[src/rtl/hs_bus_pkg.sv]
package hs_bus_pkg;

  typedef enum logic [1:0] {
    M_IDLE,
    M_REQ,
    M_WAIT_DR,
    M_ACK
  } mst_state_t;

  typedef enum logic [2:0] {
    S_IDLE,
    S_ACK,
    S_WAIT,
    S_DRDY,
    S_REL
  } slv_state_t;

  // Contents of the responder array: a * 0x9E37 + 0x1234, caller truncates
  function automatic logic [31:0] fill_word(input logic [31:0] a);
    return a * 32'h0000_9E37 + 32'h0000_1234;
  endfunction

endpackage

[src/rtl/hs_sync.sv]
module hs_sync #(
  parameter int W = 1
) (
  input  logic         clk,
  input  logic         rst_n,
  input  logic [W-1:0] d,
  output logic [W-1:0] q
);
  logic [W-1:0] stage1, stage2;

  always_ff @(posedge clk or negedge rst_n) begin
    if (!rst_n) begin
      stage1 <= '0;
      stage2 <= '0;
    end else begin
      stage1 <= d;
      stage2 <= stage1;
    end
  end

  assign q = stage2;
endmodule

[src/rtl/hs_master.sv]
module hs_master
  import hs_bus_pkg::*;
#(
  parameter int ADDR_W = 6,
  parameter int DATA_W = 16,
  parameter int AD_W   = 16
) (
  input  logic              clk,
  input  logic              rst_n,
  input  logic              cmd_valid,
  input  logic [ADDR_W-1:0] cmd_addr,
  output logic              busy,
  output logic              done,
  output logic [DATA_W-1:0] done_data,
  output logic              req,
  output logic              mack,
  input  logic              sack_in,
  input  logic              drdy_in,
  input  logic [DATA_W-1:0] bus_in,
  output logic [AD_W-1:0]   ad_out,
  output logic              ad_en
);
  mst_state_t state, state_nx;
  logic [ADDR_W-1:0] addr_q;
  logic [DATA_W-1:0] data_q;
  logic              done_q;
  logic              sack_s, drdy_s;

  hs_sync #(.W(2)) u_sync (
    .clk   (clk),
    .rst_n (rst_n),
    .d     ({sack_in, drdy_in}),
    .q     ({sack_s, drdy_s})
  );

  // named events
  logic accept_cmd, capture_data, finish;
  assign accept_cmd   = (state == M_IDLE) && cmd_valid;
  assign capture_data = (state == M_WAIT_DR) && drdy_s;
  assign finish       = (state == M_ACK) && !drdy_s;

  always_comb begin
    state_nx = state;
    unique case (state)
      M_IDLE:    if (cmd_valid) state_nx = M_REQ;
      M_REQ:     if (sack_s)    state_nx = M_WAIT_DR;
      M_WAIT_DR: if (drdy_s)    state_nx = M_ACK;
      M_ACK:     if (!drdy_s)   state_nx = M_IDLE;
      default:                  state_nx = M_IDLE;
    endcase
  end

  always_ff @(posedge clk or negedge rst_n) begin
    if (!rst_n) begin
      state  <= M_IDLE;
      addr_q <= '0;
      data_q <= '0;
      done_q <= 1'b0;
    end else begin
      state  <= state_nx;
      done_q <= finish;
      if (accept_cmd)   addr_q <= cmd_addr;
      if (capture_data) data_q <= bus_in;
    end
  end

  assign req       = (state == M_REQ);
  assign ad_en     = (state == M_REQ);
  assign ad_out    = AD_W'(addr_q);
  assign mack      = (state == M_ACK);
  assign busy      = (state != M_IDLE);
  assign done      = done_q;
  assign done_data = data_q;


  req_drop_after_ack_chk: assert property (@(posedge clk) disable iff (!rst_n)
    $fell(req) |-> $past(sack_s));


  mack_after_drdy_chk: assert property (@(posedge clk) disable iff (!rst_n)
    $rose(mack) |-> $past(drdy_s));


  done_single_chk: assert property (@(posedge clk) disable iff (!rst_n)
    done |=> !done);


  addr_hold_busy_chk: assert property (@(posedge clk) disable iff (!rst_n)
    (busy && cmd_valid) |=> $stable(addr_q));
endmodule

[src/rtl/hs_slave.sv]
module hs_slave
  import hs_bus_pkg::*;
#(
  parameter int ADDR_W     = 6,
  parameter int DATA_W     = 16,
  parameter int AD_W       = 16,
  parameter int ACCESS_DLY = 3
) (
  input  logic              clk,
  input  logic              rst_n,
  input  logic              req_in,
  input  logic              mack_in,
  input  logic [ADDR_W-1:0] bus_in,
  output logic              sack,
  output logic              drdy,
  output logic [AD_W-1:0]   ad_out,
  output logic              ad_en
);
  localparam int DEPTH = 1 << ADDR_W;
  localparam int CNT_W = $clog2(ACCESS_DLY + 2);

  slv_state_t state, state_nx;
  logic [ADDR_W-1:0] addr_q;
  logic [DATA_W-1:0] data_q;
  logic [CNT_W-1:0]  cnt;
  logic              req_s, mack_s;
  logic [DATA_W-1:0] rom [DEPTH];

  for (genvar g = 0; g < DEPTH; g++) begin : g_rom
    assign rom[g] = DATA_W'(fill_word(32'(g)));
  end

  hs_sync #(.W(2)) u_sync (
    .clk   (clk),
    .rst_n (rst_n),
    .d     ({req_in, mack_in}),
    .q     ({req_s, mack_s})
  );

  // named events
  logic take_addr, delay_done;
  assign take_addr  = (state == S_IDLE) && req_s;
  assign delay_done = (state == S_WAIT) && (cnt == CNT_W'(ACCESS_DLY));

  always_comb begin
    state_nx = state;
    unique case (state)
      S_IDLE: if (req_s)      state_nx = S_ACK;
      S_ACK:  if (!req_s)     state_nx = S_WAIT;
      S_WAIT: if (delay_done) state_nx = S_DRDY;
      S_DRDY: if (mack_s)     state_nx = S_REL;
      S_REL:  if (!mack_s)    state_nx = S_IDLE;
      default:                state_nx = S_IDLE;
    endcase
  end

  always_ff @(posedge clk or negedge rst_n) begin
    if (!rst_n) begin
      state  <= S_IDLE;
      addr_q <= '0;
      data_q <= '0;
      cnt    <= '0;
    end else begin
      state <= state_nx;
      if (take_addr) addr_q <= bus_in;
      if (state == S_ACK)               cnt <= '0;
      else if (state == S_WAIT && !delay_done) cnt <= cnt + 1'b1;
      if (delay_done) data_q <= rom[addr_q];
    end
  end

  assign sack   = (state == S_ACK);
  assign drdy   = (state == S_DRDY);
  assign ad_en  = (state == S_DRDY);
  assign ad_out = AD_W'(data_q);

  // independent gap counter for the access-delay check
  logic        sack_q;
  logic [15:0] gap_cnt;
  always_ff @(posedge clk or negedge rst_n) begin
    if (!rst_n) begin
      sack_q  <= 1'b0;
      gap_cnt <= '0;
    end else begin
      sack_q <= sack;
      if (sack_q && !sack)       gap_cnt <= 16'd1;
      else if (gap_cnt != 16'hFFFF) gap_cnt <= gap_cnt + 16'd1;
    end
  end


  sack_after_req_chk: assert property (@(posedge clk) disable iff (!rst_n)
    $rose(sack) |-> $past(req_s));


  sack_drop_after_req_low_chk: assert property (@(posedge clk) disable iff (!rst_n)
    $fell(sack) |-> $past(!req_s));


  access_gap_chk: assert property (@(posedge clk) disable iff (!rst_n)
    $rose(drdy) |-> (gap_cnt == 16'(ACCESS_DLY + 1)));


  drdy_drop_after_mack_chk: assert property (@(posedge clk) disable iff (!rst_n)
    $fell(drdy) |-> $past(mack_s));
endmodule

[src/rtl/hs_read_link.sv]
module hs_read_link #(
  parameter int ADDR_W     = 6,
  parameter int DATA_W     = 16,
  parameter int ACCESS_DLY = 3
) (
  input  logic                                          clk,
  input  logic                                          rst_n,
  input  logic                                          cmd_valid,
  input  logic [ADDR_W-1:0]                             cmd_addr,
  output logic                                          busy,
  output logic                                          done,
  output logic [DATA_W-1:0]                             done_data,
  output logic                                          bus_req,
  output logic                                          bus_slv_ack,
  output logic                                          bus_drdy,
  output logic                                          bus_mst_ack,
  output logic [((ADDR_W > DATA_W) ? ADDR_W : DATA_W)-1:0] bus_ad
);
  localparam int AD_W = (ADDR_W > DATA_W) ? ADDR_W : DATA_W;

  logic [AD_W-1:0] m_ad, s_ad;
  logic            m_en, s_en;

  hs_master #(.ADDR_W(ADDR_W), .DATA_W(DATA_W), .AD_W(AD_W)) u_master (
    .clk       (clk),
    .rst_n     (rst_n),
    .cmd_valid (cmd_valid),
    .cmd_addr  (cmd_addr),
    .busy      (busy),
    .done      (done),
    .done_data (done_data),
    .req       (bus_req),
    .mack      (bus_mst_ack),
    .sack_in   (bus_slv_ack),
    .drdy_in   (bus_drdy),
    .bus_in    (bus_ad[DATA_W-1:0]),
    .ad_out    (m_ad),
    .ad_en     (m_en)
  );

  hs_slave #(.ADDR_W(ADDR_W), .DATA_W(DATA_W), .AD_W(AD_W),
             .ACCESS_DLY(ACCESS_DLY)) u_slave (
    .clk     (clk),
    .rst_n   (rst_n),
    .req_in  (bus_req),
    .mack_in (bus_mst_ack),
    .bus_in  (bus_ad[ADDR_W-1:0]),
    .sack    (bus_slv_ack),
    .drdy    (bus_drdy),
    .ad_out  (s_ad),
    .ad_en   (s_en)
  );

  always_comb begin
    if (m_en)      bus_ad = m_ad;
    else if (s_en) bus_ad = s_ad;
    else           bus_ad = '0;
  end


  no_contention_chk: assert property (@(posedge clk) disable iff (!rst_n)
    !(m_en && s_en));
endmodule

[config.mk]
export PLATFORM = sky130hd
export DESIGN_NAME = hs_read_link
export DESIGN_NICKNAME = d
export VERILOG_FILES = /design/src/rtl/hs_bus_pkg.sv /design/src/rtl/hs_sync.sv /design/src/rtl/hs_master.sv /design/src/rtl/hs_slave.sv /design/src/rtl/hs_read_link.sv
export SDC_FILE = /design/constraint.sdc
export NUM_CORES = 1
export LEC_CHECK = 0
export BUFFER_PORTS_ARGS = -buffer_cell sky130_fd_sc_hd__clkbuf_2
export CORE_UTILIZATION = 55
export CTS_CLUSTER_SIZE = 30
export DETAILED_ROUTE_END_ITERATION = 8
export GPL_ROUTABILITY_DRIVEN = 1
export PLACE_DENSITY_LB_ADDON = 0.05
export SYNTH_ARGS = -nofsm -noshare
export SYNTH_HDL_FRONTEND = slang
export SYNTH_HIERARCHICAL = 1
export SYNTH_SLANG_ARGS = --single-unit
[constraint.sdc]
create_clock -name clk -period 3.63 [get_ports clk]
set_input_delay 0.1815 -clock clk [delete_from_list [all_inputs] [get_ports clk]]
set_output_delay 0.1815 -clock clk [all_outputs]
set_load 0.01 [all_outputs]
# Word level (Yosys, flattened, before mapping)
# Memories as Yosys holds them, arrays and structs flattened. A register that Yosys moved wholly into a read port is not among the register bits.
# Cells that the tools add are included.
[word_totals]
reg_bits = 45
latch_bits = 0
mem_bits_rw = 0
mem_bits_ro = 1024
input_bits = 9
output_inout_bits = 38
word_cells = 61
memories = 1
[memory_table]
columns = ["name", "depth", "width", "read_ports", "rd_clocked_by_memory_dff", "write_ports", "line_no", "source"]
rows = [
  ["(no name shown)", 64, 16, 1, 1, 0, "hs_slave.sv:68", "if (delay_done) data_q <= rom[addr_q];"],
]
[op_classes]
addsub = 1
n_mul = 0
div_mod_pow = 0
n_lt_le_gt_ge = 0
n_eq_ne = 17
shift = 0
n_mux = 15
bitwise_logic = 1
n_reduce_logical = 15
[op_table]
columns = ["op", "count"]
rows = [
  ["$mux W16", 2],
  ["$mux W3", 7],
  ["$pmux W3 S5", 1],
  ["$ne A2 B2 Y1 const B", 6],
  ["$eq A3 B2 Y1 const B", 3],
  ["$mux W2", 4],
  ["$pmux W2 S4", 1],
  ["$not A6 Y7", 1],
  ["$logic_and A1 B1 Y1", 6],
  ["$ne A2 B1 Y1 const B", 3],
  ["$reduce_and A5 Y1", 1],
  ["$eq A2 B2 Y1 const B", 2],
  ["$reduce_and A4 Y1", 1],
  ["$reduce_bool A2 Y1", 2],
  ["$add A3 B1 Y3 const B", 1],
  ["$eq A3 B1 Y1 const B", 1],
  ["$eq A3 B3 Y1 const B", 1],
  ["$logic_not A1 Y1", 3],
  ["$logic_not A3 Y1", 1],
  ["$eq A2 B1 Y1 const B", 1],
  ["$logic_not A2 Y1", 1],
]

# Depth between registers and ports, before layout
[depth]
word_depth = 6
mapped_depth = 8
ltp_nobuf = 7

# Cells and area by module
# Netlist, hierarchy kept.
[by_module_without_submodules]
columns = ["module", "n_inst", "cells_each", "area_each_um2", "seq_area_each_um2"]
rows = [
  ["hs_slave", 1, 282, 2289.7, 700.7],
  ["hs_master", 1, 78, 1163.6, 625.6],
  ["hs_read_link", 1, 24, 201.4, 0.0],
  ["hs_sync", 2, 4, 100.1, 100.1],
]

# Worst setup path before layout
# Ideal clock, no wire load.
[synth_path]
kind = "reg-to-reg"
startpoint = "register u_slave.addr_q[1]"
endpoint = "register u_slave.data_q[10], in the netlist u_slave/ad_out[10]"
setup_ns = 0.122
arrival_ns = 1.996
required_time_ns = 3.508
slack_ns = 1.512
path_stages_with_launch = 9
path_buffers = 1
synth_period_minus_slack_ns = 2.118
path_cell_list = "dfrtp_1 buf_2 inv_1 ha_1 nor2b_4 or2_0 mux4_2 nor3_2 nor3_1"
[synth_via]
elab_chain_cells = 1
[synth_rtl]
columns = ["item", "line_no", "source"]
rows = [
  ["start, declared", "hs_slave.sv:23", "logic [ADDR_W-1:0] addr_q;"],
  ["start signal, assigned", "hs_slave.sv:65", "if (take_addr) addr_q <= bus_in;"],
  ["$not A6 Y7 (not written as such)", "hs_slave.sv:68", ""],
  ["end, declared", "hs_slave.sv:24", "logic [DATA_W-1:0] data_q;"],
]
# Every way passes these cells.
# A chain may end at the register's enable or synchronous reset.

# Worst setup path in the final report
[layout_path]
startpoint = "register u_slave.addr_q[1]"
endpoint = "register u_slave.data_q[6], in the netlist u_slave/ad_out[6]"
# The elaborated chain is that of the path after synthesis.

==> run metrics <==
status=complete, but fails checks; failing checks=negative hold slack; Routed WL=8440 um; Flop pwr share=33.8%; Final #Nets=451; final setup fails=0; slew margin rel.=a little under two fifths; simple-gate area share of the yosys netlist=15.1%; Max rail drop VDD=about 0.53 mV; Max Clock Skew=0.0128 ns; Worst Path Max Fanout=15; largest net degree at the start of global routing=40; wire length per cell=16.0 um; Num CTS Buffers=9; Max Freq=0.399 GHz; CTS tree=yes; Placer Congestion=0.943; Gate power share=between 50% and 60%; Syn Inst Count=392; Post-synth EDFFs=0; Hold WS=-0.0263 ns; crit path launch type=flop; crit end category=flop; maxcap violations=0; htree depth=3; Vias/cell=5.72; die area=0.00735 sq mm; post-synthesis cell type count=60; Synth Area in Adders=slightly above 5%; post-CTS sizing=0; Critical Path RT=slightly below 4 ns; placed cell count=511; share of layout cells above drive strength 1=a little over a quarter; largest family of logic cells by synthesized area=compound AO/OA/AOI/OAI gates; measured slew at the worst slew-check pin=0.940 ns; area leader, netlist=dfrtp_1; Pleak=between 1.5 and 2 nW; clock sinks=61; Crit Path Class=reg -> reg; number of cell rows=30; share of the synthesized area in the top cell type=39.6%; P_int=roughly 2.2 mW; # diodes=0; initial antenna violation count=0; P_sw=1.60 mW; Synth Warn #=6; fin. max-slew vios=0; Pwr Density=892 mW/mm^2; crit share post-route=69.0%; synthesis-stage register bit count=61; Clock Path Buffers=2; most frequent cell after synthesis=dfrtp_1; DRT Pass-1 Iters=5; Async S/R FF share, synth=100%; GR Overflow Total=0; final hold viol count=38; mean post-synth cell area=9.83 sq um; Post-Syn Area=0.00385 sq mm; top cells by instance count after synthesis=dfrtp_1 (61), nand2_1 (49), o21ai_0 (30); total setup buffers inserted after CTS=0; hold crit path type=in -> async; first-pass GRT wire length=14,100 um; min Tclk post-route=~2.5 ns; Clock power frac=16.2%; core area=0.00679 sq mm; dpl hpwl=6040 um; mux contribution to synthesized area=10.9%; filler cell count=589; share of the yosys chip area belonging to registers=between 30 and 40%; vias=3,014; Residual DRC=0; R2R cell count=6; Root Driver=clkbuf_8; Die Wd=85.7 um; Finished Layout Cells=527; RSZ-0062 raised after global routing=false; PortBufs=46; latest clock arrival within the worst-skew pair=0.34 ns; DRT iter0 DRCs=170; vias in the first global route=2,848; Post-CTS Hold Buffers=0; Area contributors post-synth=dfrtp_1 (40%), ha_1 (5.2%), nand2_1 (4.8%), mux2_2 (4.4%), mux2_4 (4.3%); Primary FF master, synth=dfrtp_1; Die Height=85.7 um; Initial Util=56.7%; Synth Area in XOR/XNOR=0.454%; GRT Util Overall=around a quarter; FF/Latch Area=0.00153 sq mm; Tot Pwr=3.77 mW; IO Count=47; Synth Area in Compound Gates=20.4%; CTS clk-pin slew, worst paths=0.07 ns; Post-DRT Antenna Nets=0; switching part of the total=a little over two fifths; Layout area overhead=9.64%; critical path arrival=~2.8 ns; multi-input logic area=0.00204 sq mm; setup_tns=0 ns
==> state kept, by name (all words and copies together), names as in the netlist <==
signal and count:
u_master/done_data 16, u_slave/state 3, u_slave/ad_out 16, u_slave/u_sync/q 2, u_slave/addr_q 6, u_master/addr_q 6
u_slave/cnt 3, u_master/u_sync/q 2, u_master/done 1, u_slave/u_sync/stage1 2, u_master/state 2, u_master/u_sync/stage1 2
==> placed cells by master (no fill, tap or decap), types with 3 or more instances in the layout <==
master and n:
conb_1 10, ha_1 16, mux2_4 11, o211ai_1 5, nand3_1 5, a22o_2 10, a22o_1 6, a22oi_1 5
mux2i_1 4, clkbuf_8 10, o21ai_0 30, clkbuf_2 46, a21oi_1 26, o21ai_1 3, a211oi_1 4, nand2b_1 11
nand2_1 49, nor3_1 5, a31oi_1 7, dfrtp_1 61, mux2_2 15, inv_1 11, nor2b_1 9, nor2_1 13
buf_4 8, o221ai_1 3
==> cell families after synthesis <==
kind of cell | after synthesis
XOR/XNOR | 2
flip-flops | 61
buffers and inverters | 52
adder cells (fa/ha/maj) | 16
AND/OR/NAND/NOR | 110
multiplexers | 32
other | 1
AO/OA/AOI/OAI | 118
==> final timing paths <==
path | startpoint | end | slack [ns]
worst min register to register | u_slave/u_sync/stage1[1]$_DFF_PN0_ | u_slave/u_sync/q[1]$_DFF_PN0_ | 0.35
worst max-delay path | u_slave/addr_q[1]$_DFFE_PN0P_ | u_slave/ad_out[6]$_DFFE_PN0P_ | 1.13
worst max register to register | u_slave/addr_q[1]$_DFFE_PN0P_ | u_slave/ad_out[6]$_DFFE_PN0P_ | 1.13
min in group clk | cmd_addr[5] | u_master/addr_q[5]$_DFFE_PN0P_ | 0.07
worst min-delay path | rst_n | u_master/done_data[11]$_DFFE_PN0P_ | -0.03
max in group asynchronous | rst_n | u_slave/addr_q[1]$_DFFE_PN0P_ | 2.79
==> power by group through the flow <==
stage                     Combinational [mW]  Sequential (mW)  Clock, mW
after detailed placement                1.87             1.28          0
after floorplan                         1.55             1.15          0
after global placement                  1.86             1.27          0
final                                   1.88             1.27      0.612
after CTS                               1.88             1.27      0.629
after global routing                    2.08             1.32      0.653
==> stage by stage <==
stage          utilization [%]  cell area, sq um  setup WS (ns)  hold WS, ns
6_report                  62.2              4230           1.13      -0.0263
5_1_grt                   62.2              4230          0.958       0.0585
4_1_cts                   62.2              4230           1.12      0.00187
3_5_place_dp              59.3              4030           1.16        0.338
3_3_place_gp              59.3              4030           1.23        0.333
2_1_floorplan                -              3890           1.51       -0.114
==> worst max-delay path, cell delays in order, from the launching register on <==
cell	delay [ns]
dfrtp_1	0.64
inv_1	0.23
ha_1	0.47
nor2_1	0.36
a21oi_1	0.10
mux4_2	0.45
a31oi_1	0.17
==> area by class of cell <==
class / count / share of cell area (%)
multi-input combinational: 288 / 48.4
clock buffer: 11 / 3.35
inverter: 12 / 1.07
clock inverter: 5 / 1.39
tap: 96 / 2.84
sequential: 61 / 36.1
timing repair buffer: 54 / 6.87
==> per-layer routing <==
layer	up-vias	routed length [um]	track usage, %
met5	-	0	0
met4	0	132	8.94
met3	13	445	5.49
met2	99	3880	38.1
met1	1443	3980	34.6
li1	1459	-	-
Power figures use the tool's default switching activity.
